--- config.mk ---
export PLATFORM = sky130hd
export DESIGN_NAME = uart_nbit_framer
export DESIGN_NICKNAME = d
export VERILOG_FILES = /design/src/rtl/uartfr_pkg.sv /design/src/rtl/uartfr_sync.sv /design/src/rtl/uartfr_tx.sv /design/src/rtl/uartfr_rx.sv /design/src/rtl/uart_nbit_framer.sv
export SDC_FILE = /design/constraint.sdc
export NUM_CORES = 1
export LEC_CHECK = 0
export BUFFER_PORTS_ARGS = -buffer_cell sky130_fd_sc_hd__buf_2
export CORE_UTILIZATION = 40
export DETAILED_ROUTE_END_ITERATION = 10
export HOLD_SLACK_MARGIN = 0.12
export PLACE_DENSITY = 0.54
export SYNTH_ARGS = -nofsm -noshare
export SYNTH_HDL_FRONTEND = slang
export SYNTH_SLANG_ARGS = --single-unit
--- constraint.sdc ---
create_clock -name clk -period 4.03 [get_ports clk]
set_input_delay 0.6045 -clock clk [delete_from_list [all_inputs] [get_ports clk]]
set_output_delay 0.6045 -clock clk [all_outputs]
set_load 0.005 [all_outputs]
--- src/rtl/uartfr_pkg.sv ---
package uartfr_pkg;

  // Frame phase shared by the transmit and receive sequencers
  typedef enum logic [2:0] {
    PH_IDLE,
    PH_START,
    PH_DATA,
    PH_EXTRA,
    PH_STOP
  } phase_e;

endpackage

--- src/rtl/uartfr_sync.sv ---
module uartfr_sync #(
  parameter int STAGES = 2
) (
  input  logic clk,
  input  logic rst_n,
  input  logic din,
  output logic dout
);

  logic [STAGES-1:0] chain_q;
  logic [STAGES-1:0] chain_d;

  always_comb begin
    chain_d = {chain_q[STAGES-2:0], din};
  end

  // Line idles high, so the chain resets to ones
  always_ff @(posedge clk or negedge rst_n) begin
    if (!rst_n) begin
      chain_q <= '1;
    end else begin
      chain_q <= chain_d;
    end
  end

  assign dout = chain_q[STAGES-1];

endmodule

--- src/rtl/uartfr_tx.sv ---
module uartfr_tx
  import uartfr_pkg::*;
#(
  parameter int DATA_W = 8,
  parameter int OSR    = 16
) (
  input  logic              clk,
  input  logic              rst_n,
  input  logic              tick,
  input  logic              load,
  input  logic              short_mode,
  input  logic              extra_en,
  input  logic [DATA_W-1:0] word,
  input  logic              extra,
  output logic              txd,
  output logic              busy
);

  localparam int CNT_W = $clog2(OSR);
  localparam int IDX_W = $clog2(DATA_W);
  localparam logic [CNT_W-1:0] CNT_LAST   = CNT_W'(OSR - 1);
  localparam logic [IDX_W-1:0] LAST_LONG  = IDX_W'(DATA_W - 1);
  localparam logic [IDX_W-1:0] LAST_SHORT = IDX_W'(DATA_W - 2);

  phase_e            state_q, state_d;
  logic [CNT_W-1:0]  cnt_q, cnt_d;
  logic [IDX_W-1:0]  idx_q, idx_d;
  logic [DATA_W-1:0] sh_q, sh_d;
  logic              ex_q, ex_d;
  logic              short_q, short_d;
  logic              xen_q, xen_d;
  logic              bit_end;
  logic [IDX_W-1:0]  idx_last;

  assign bit_end  = tick && (cnt_q == CNT_LAST);
  assign idx_last = short_q ? LAST_SHORT : LAST_LONG;

  always_comb begin
    state_d = state_q;
    cnt_d   = cnt_q;
    idx_d   = idx_q;
    sh_d    = sh_q;
    ex_d    = ex_q;
    short_d = short_q;
    xen_d   = xen_q;

    if (state_q != PH_IDLE && tick) begin
      cnt_d = bit_end ? '0 : cnt_q + 1'b1;
    end

    case (state_q)
      PH_IDLE: begin
        if (load) begin
          state_d = PH_START;
          cnt_d   = '0;
          sh_d    = word;
          if (short_mode) begin
            sh_d[DATA_W-1] = 1'b0;
          end
          ex_d    = extra;
          short_d = short_mode;
          xen_d   = extra_en;
        end
      end
      PH_START: begin
        if (bit_end) begin
          state_d = PH_DATA;
          idx_d   = '0;
        end
      end
      PH_DATA: begin
        if (bit_end) begin
          sh_d  = sh_q >> 1;
          idx_d = idx_q + 1'b1;
          if (idx_q == idx_last) begin
            state_d = xen_q ? PH_EXTRA : PH_STOP;
          end
        end
      end
      PH_EXTRA: begin
        if (bit_end) begin
          state_d = PH_STOP;
        end
      end
      PH_STOP: begin
        if (bit_end) begin
          state_d = PH_IDLE;
        end
      end
      default: state_d = PH_IDLE;
    endcase
  end

  always_ff @(posedge clk or negedge rst_n) begin
    if (!rst_n) begin
      state_q <= PH_IDLE;
      cnt_q   <= '0;
      idx_q   <= '0;
      sh_q    <= '0;
      ex_q    <= 1'b0;
      short_q <= 1'b0;
      xen_q   <= 1'b0;
    end else begin
      state_q <= state_d;
      cnt_q   <= cnt_d;
      idx_q   <= idx_d;
      sh_q    <= sh_d;
      ex_q    <= ex_d;
      short_q <= short_d;
      xen_q   <= xen_d;
    end
  end

  always_comb begin
    case (state_q)
      PH_START: txd = 1'b0;
      PH_DATA:  txd = sh_q[0];
      PH_EXTRA: txd = ex_q;
      default:  txd = 1'b1;
    endcase
  end

  assign busy = (state_q != PH_IDLE);

endmodule

--- src/rtl/uartfr_rx.sv ---
module uartfr_rx
  import uartfr_pkg::*;
#(
  parameter int DATA_W = 8,
  parameter int OSR    = 16
) (
  input  logic              clk,
  input  logic              rst_n,
  input  logic              tick,
  input  logic              line,
  input  logic              short_mode,
  input  logic              extra_en,
  output logic              valid,
  output logic [DATA_W-1:0] word,
  output logic              extra,
  output logic              ferr
);

  localparam int CNT_W = $clog2(OSR);
  localparam int IDX_W = $clog2(DATA_W);
  localparam logic [CNT_W-1:0] CNT_LAST   = CNT_W'(OSR - 1);
  localparam logic [CNT_W-1:0] CNT_MID    = CNT_W'(OSR / 2 - 1);
  localparam logic [IDX_W-1:0] LAST_LONG  = IDX_W'(DATA_W - 1);
  localparam logic [IDX_W-1:0] LAST_SHORT = IDX_W'(DATA_W - 2);

  phase_e            state_q, state_d;
  logic [CNT_W-1:0]  cnt_q, cnt_d;
  logic [IDX_W-1:0]  idx_q, idx_d;
  logic [DATA_W-1:0] sh_q, sh_d;
  logic              ex_q, ex_d;
  logic              short_q, short_d;
  logic              xen_q, xen_d;
  logic              prev_q;
  logic              valid_q, valid_d;
  logic [DATA_W-1:0] word_q, word_d;
  logic              xo_q, xo_d;
  logic              ferr_q, ferr_d;
  logic              bit_mid;
  logic [IDX_W-1:0]  idx_last;

  // After the start check, the count runs a full bit so samples stay centred
  assign bit_mid  = tick && (cnt_q == CNT_LAST);
  assign idx_last = short_q ? LAST_SHORT : LAST_LONG;

  always_comb begin
    state_d = state_q;
    cnt_d   = cnt_q;
    idx_d   = idx_q;
    sh_d    = sh_q;
    ex_d    = ex_q;
    short_d = short_q;
    xen_d   = xen_q;
    valid_d = 1'b0;
    word_d  = word_q;
    xo_d    = xo_q;
    ferr_d  = ferr_q;

    if ((state_q == PH_DATA || state_q == PH_EXTRA || state_q == PH_STOP) && tick) begin
      cnt_d = bit_mid ? '0 : cnt_q + 1'b1;
    end

    case (state_q)
      PH_IDLE: begin
        if (prev_q && !line) begin
          state_d = PH_START;
          cnt_d   = '0;
          ex_d    = 1'b0;
          short_d = short_mode;
          xen_d   = extra_en;
        end
      end
      PH_START: begin
        if (tick) begin
          if (cnt_q == CNT_MID) begin
            cnt_d = '0;
            idx_d = '0;
            state_d = line ? PH_IDLE : PH_DATA;
          end else begin
            cnt_d = cnt_q + 1'b1;
          end
        end
      end
      PH_DATA: begin
        if (bit_mid) begin
          sh_d  = {line, sh_q[DATA_W-1:1]};
          idx_d = idx_q + 1'b1;
          if (idx_q == idx_last) begin
            state_d = xen_q ? PH_EXTRA : PH_STOP;
          end
        end
      end
      PH_EXTRA: begin
        if (bit_mid) begin
          ex_d    = line;
          state_d = PH_STOP;
        end
      end
      PH_STOP: begin
        if (bit_mid) begin
          valid_d = 1'b1;
          word_d  = short_q ? {1'b0, sh_q[DATA_W-1:1]} : sh_q;
          xo_d    = xen_q & ex_q;
          ferr_d  = !line;
          state_d = PH_IDLE;
        end
      end
      default: state_d = PH_IDLE;
    endcase
  end

  always_ff @(posedge clk or negedge rst_n) begin
    if (!rst_n) begin
      state_q <= PH_IDLE;
      cnt_q   <= '0;
      idx_q   <= '0;
      sh_q    <= '0;
      ex_q    <= 1'b0;
      short_q <= 1'b0;
      xen_q   <= 1'b0;
      prev_q  <= 1'b1;
      valid_q <= 1'b0;
      word_q  <= '0;
      xo_q    <= 1'b0;
      ferr_q  <= 1'b0;
    end else begin
      state_q <= state_d;
      cnt_q   <= cnt_d;
      idx_q   <= idx_d;
      sh_q    <= sh_d;
      ex_q    <= ex_d;
      short_q <= short_d;
      xen_q   <= xen_d;
      prev_q  <= line;
      valid_q <= valid_d;
      word_q  <= word_d;
      xo_q    <= xo_d;
      ferr_q  <= ferr_d;
    end
  end

  assign valid = valid_q;
  assign word  = word_q;
  assign extra = xo_q;
  assign ferr  = ferr_q;

endmodule

--- src/rtl/uart_nbit_framer.sv ---
module uart_nbit_framer #(
  parameter int DATA_W      = 8,
  parameter int OSR         = 16,
  parameter int SYNC_STAGES = 2
) (
  input  logic              clk,
  input  logic              rst_n,
  input  logic              baud_tick,
  input  logic              seven_bit,
  input  logic              extra_en,
  input  logic              tx_load,
  input  logic [DATA_W-1:0] tx_word,
  input  logic              tx_extra,
  output logic              tx_busy,
  output logic              txd,
  input  logic              rxd,
  output logic              rx_valid,
  output logic [DATA_W-1:0] rx_word,
  output logic              rx_extra,
  output logic              rx_frame_err
);

  logic rxd_sync;

  uartfr_sync #(.STAGES(SYNC_STAGES)) u_sync (
    .clk  (clk),
    .rst_n(rst_n),
    .din  (rxd),
    .dout (rxd_sync)
  );

  uartfr_tx #(.DATA_W(DATA_W), .OSR(OSR)) u_tx (
    .clk       (clk),
    .rst_n     (rst_n),
    .tick      (baud_tick),
    .load      (tx_load),
    .short_mode(seven_bit),
    .extra_en  (extra_en),
    .word      (tx_word),
    .extra     (tx_extra),
    .txd       (txd),
    .busy      (tx_busy)
  );

  uartfr_rx #(.DATA_W(DATA_W), .OSR(OSR)) u_rx (
    .clk       (clk),
    .rst_n     (rst_n),
    .tick      (baud_tick),
    .line      (rxd_sync),
    .short_mode(seven_bit),
    .extra_en  (extra_en),
    .valid     (rx_valid),
    .word      (rx_word),
    .extra     (rx_extra),
    .ferr      (rx_frame_err)
  );

endmodule

==> impl_metrics.json <==
{
  "status": "finished, final reports clean",
  "hold_viol_final": 0,
  "arrival_ns": 1.61,
  "grt_pass1_vias": 1916,
  "cts_tree": "done",
  "cp-start-kind": "flip-flop",
  "cp.required_ns": 3.43,
  "grt_usage_pct": 15.8,
  "nNetsFinal": 311,
  "ir_drop_uv": 205,
  "maxCapViolCount": 0,
  "via_per_inst": 5.20,
  "h-tree-depth": 2,
  "io_pins": 29,
  "utilization_pct": 45.5,
  "p_leak_nw": 1.40,
  "setup_viol": 0,
  "clock_latency_ns": 0.31,
  "synthDistinctLibCells": 56,
  "path_class": "reg2out",
  "slew_headroom_pct": 54.0,
  "syn_inst": 270,
  "pre_cts_slack_ns": 1.85,
  "grt_max_degree": 37,
  "place.gp.congestion": 0.808,
  "final.fill_count": 676,
  "clk_path_buf_depth": 2,
  "grt_pass1_wl_um": 9270,
  "start_util_pct": 41.7,
  "route.detailed.drc": 0,
  "ctsResizeCount": 0,
  "tns_ns": 0,
  "clkSlewWorstSetupHoldPaths_ns": 0.10,
  "synth_edf_count": 0,
  "postRouteAntennaNets": 0,
  "area_delta_synth_final_pct": 9.14,
  "cts_setup_buffers": 0,
  "finalCritPeriodShare_pct": 55.1,
  "dp_hpwl_um": 3690,
  "synthTopCellsByArea": "dfrtp_1 47%, mux2i_1 7.0%, mux2_2 5.5%",
  "synth.most_common_cell": "dfrtp_1",
  "synth_area_um2": 2850,
  "async_flop_share_pct": 100,
  "fp-row-count": 30,
  "via_count": 2019,
  "synth_warnings": 0,
  "placed_area_um2": 3020,
  "tightest_slew_ns": 0.688,
  "final_area_um2": 3110,
  "wl_um": 5310,
  "cts.sinks": 56,
  "grt_setup_unrepaired": "no",
  "portBuffers": 28,
  "antenna_found_initial": 0,
  "grt_overflow_total": 0,
  "die_height_um": 86.4,
  "dieArea_um2": 7460,
  "synth-main-ff-cell": "dfrtp_1",
  "fin_crit_ns": 2.22,
  "synth.largest_area_cell": "dfrtp_1",
  "avgSynthCellArea_um2": 10.5,
  "synth_seq_area_share_pct": 49.3,
  "synth_common_cells": "53 x dfrtp_1, 35 x nand2_1, 20 x mux2i_1",
  "drt_iter0_drc": 131,
  "power.density_nw_per_um2": 521,
  "hold_buffers": 0,
  "max_freq_mhz": 451,
  "min_path_type": "in2async",
  "n_antenna_cell": 0,
  "finalClockSkew_ns": 0.00666,
  "die_w_um": 86.4,
  "cts-buffers-inserted": 5,
  "synth_nets": 290,
  "dr.pass1.iters": 4,
  "ys_ff_latch": 56,
  "cp_max_fo": 17,
  "core_area_um2": 6830,
  "worstSetupEndpointType": "output pin",
  "drive_gt1_share_pct": 22.3,
  "setup_ws_ns": 1.81,
  "root_buffer": "clkbuf_8",
  "wl_per_cell_um": 13.7,
  "slew_violations": 0,
  "yosysTopAreaCellShare_pct": 46.6
}
[logic make-up after synthesis]
family / share of synthesized area (%)
simple gates: 15.3
compound gates: 14.9
flops: 49.3
mux: 12.6
buf+inv: 5.18
fa+ha+maj: 1.76
xor+xnor: 0.923
[layout by cell type (no fill, tap or decap), types with 5 or more instances in the layout]
master / count
o21ai_0: 15
nand2_1: 35
mux2_2: 14
inv_1: 11
mux2i_1: 20
dfrtp_1: 53
buf_2: 28
clkbuf_8: 5
a31oi_1: 6
nand3_1: 7
nor2_1: 8
o21ai_1: 14
a21oi_1: 6
[layer usage]
metal	share of wire (%)	global-route usage (%)	vias up
met5	0	0	-
met4	1.0	4.55	0
met3	3.6	3.14	5
met2	43	23.2	39
met1	52	23.5	958
li1	-	-	1017
[state kept, by name, summed over array words and instances (netlist names), 2 cells and up]
signal / flops
u_rx.sh_q: 8
u_tx.state_q: 3
u_rx.idx_q: 3
u_rx.cnt_q: 4
u_tx.cnt_q: 4
u_tx.idx_q: 3
u_rx.word: 8
u_rx.state_q: 3
u_sync.chain_q: 2
u_tx.sh_q: 8
[final cells by class]
type	instances	area [um^2]	area share, %
Clock buffer	5	68.8	2.21
Clock inverter	3	22.5	0.725
Inverter	11	41.3	1.33
Multi-Input combinational cell	187	1290	41.7
Sequential cell	56	1410	45.2
Tap cell	96	120	3.86
Timing Repair Buffer	30	155	4.99
[power by group]
group,switching (mW),internal (mW),total [mW],leakage [nW]
Sequential,0.174,0.700,0.874,0.710
Clock,0.195,0.125,0.320,0.0485
Combinational,0.200,0.225,0.425,0.638
[final timing paths]
check	from	end	slack [ns]	depth (start not counted)
worst max-delay path	u_tx.state_q[0]	tx_busy	1.81	3
worst min-delay path	rst_n	u_rx.cnt_q[1]	0.24	1
worst max register to register	u_rx.state_q[0]	u_rx.word[0]	2.01	4
worst min register to register	u_sync.chain_q[0]	u_sync.chain_q[1]	0.36	0
max in group asynchronous	rst_n	u_rx.prev_q	2.94	2
min in group clk	u_sync.chain_q[0]	u_sync.chain_q[1]	0.36	0
[critical path, stage by stage, from the launching register on]
cell and delay, ns:
dfrtp_1 0.58, nor3_2 0.40, inv_1 0.17, buf_2 0.16
[metrics by stage]
| step | hold slack (ns) | cells | total power, mW |
|---|---|---|---|
| 2_1_floorplan | 0.309 | 270 | 1.22 |
| 3_3_place_gp | 0.346 | 380 | 1.30 |
| 3_5_place_dp | 0.347 | 380 | 1.32 |
| 4_1_cts | 0.265 | 388 | 1.64 |
| 5_1_grt | 0.270 | 388 | 1.75 |
| 6_report | 0.245 | 388 | 1.62 |
No activity file was read; power rests on OpenSTA's default activity.
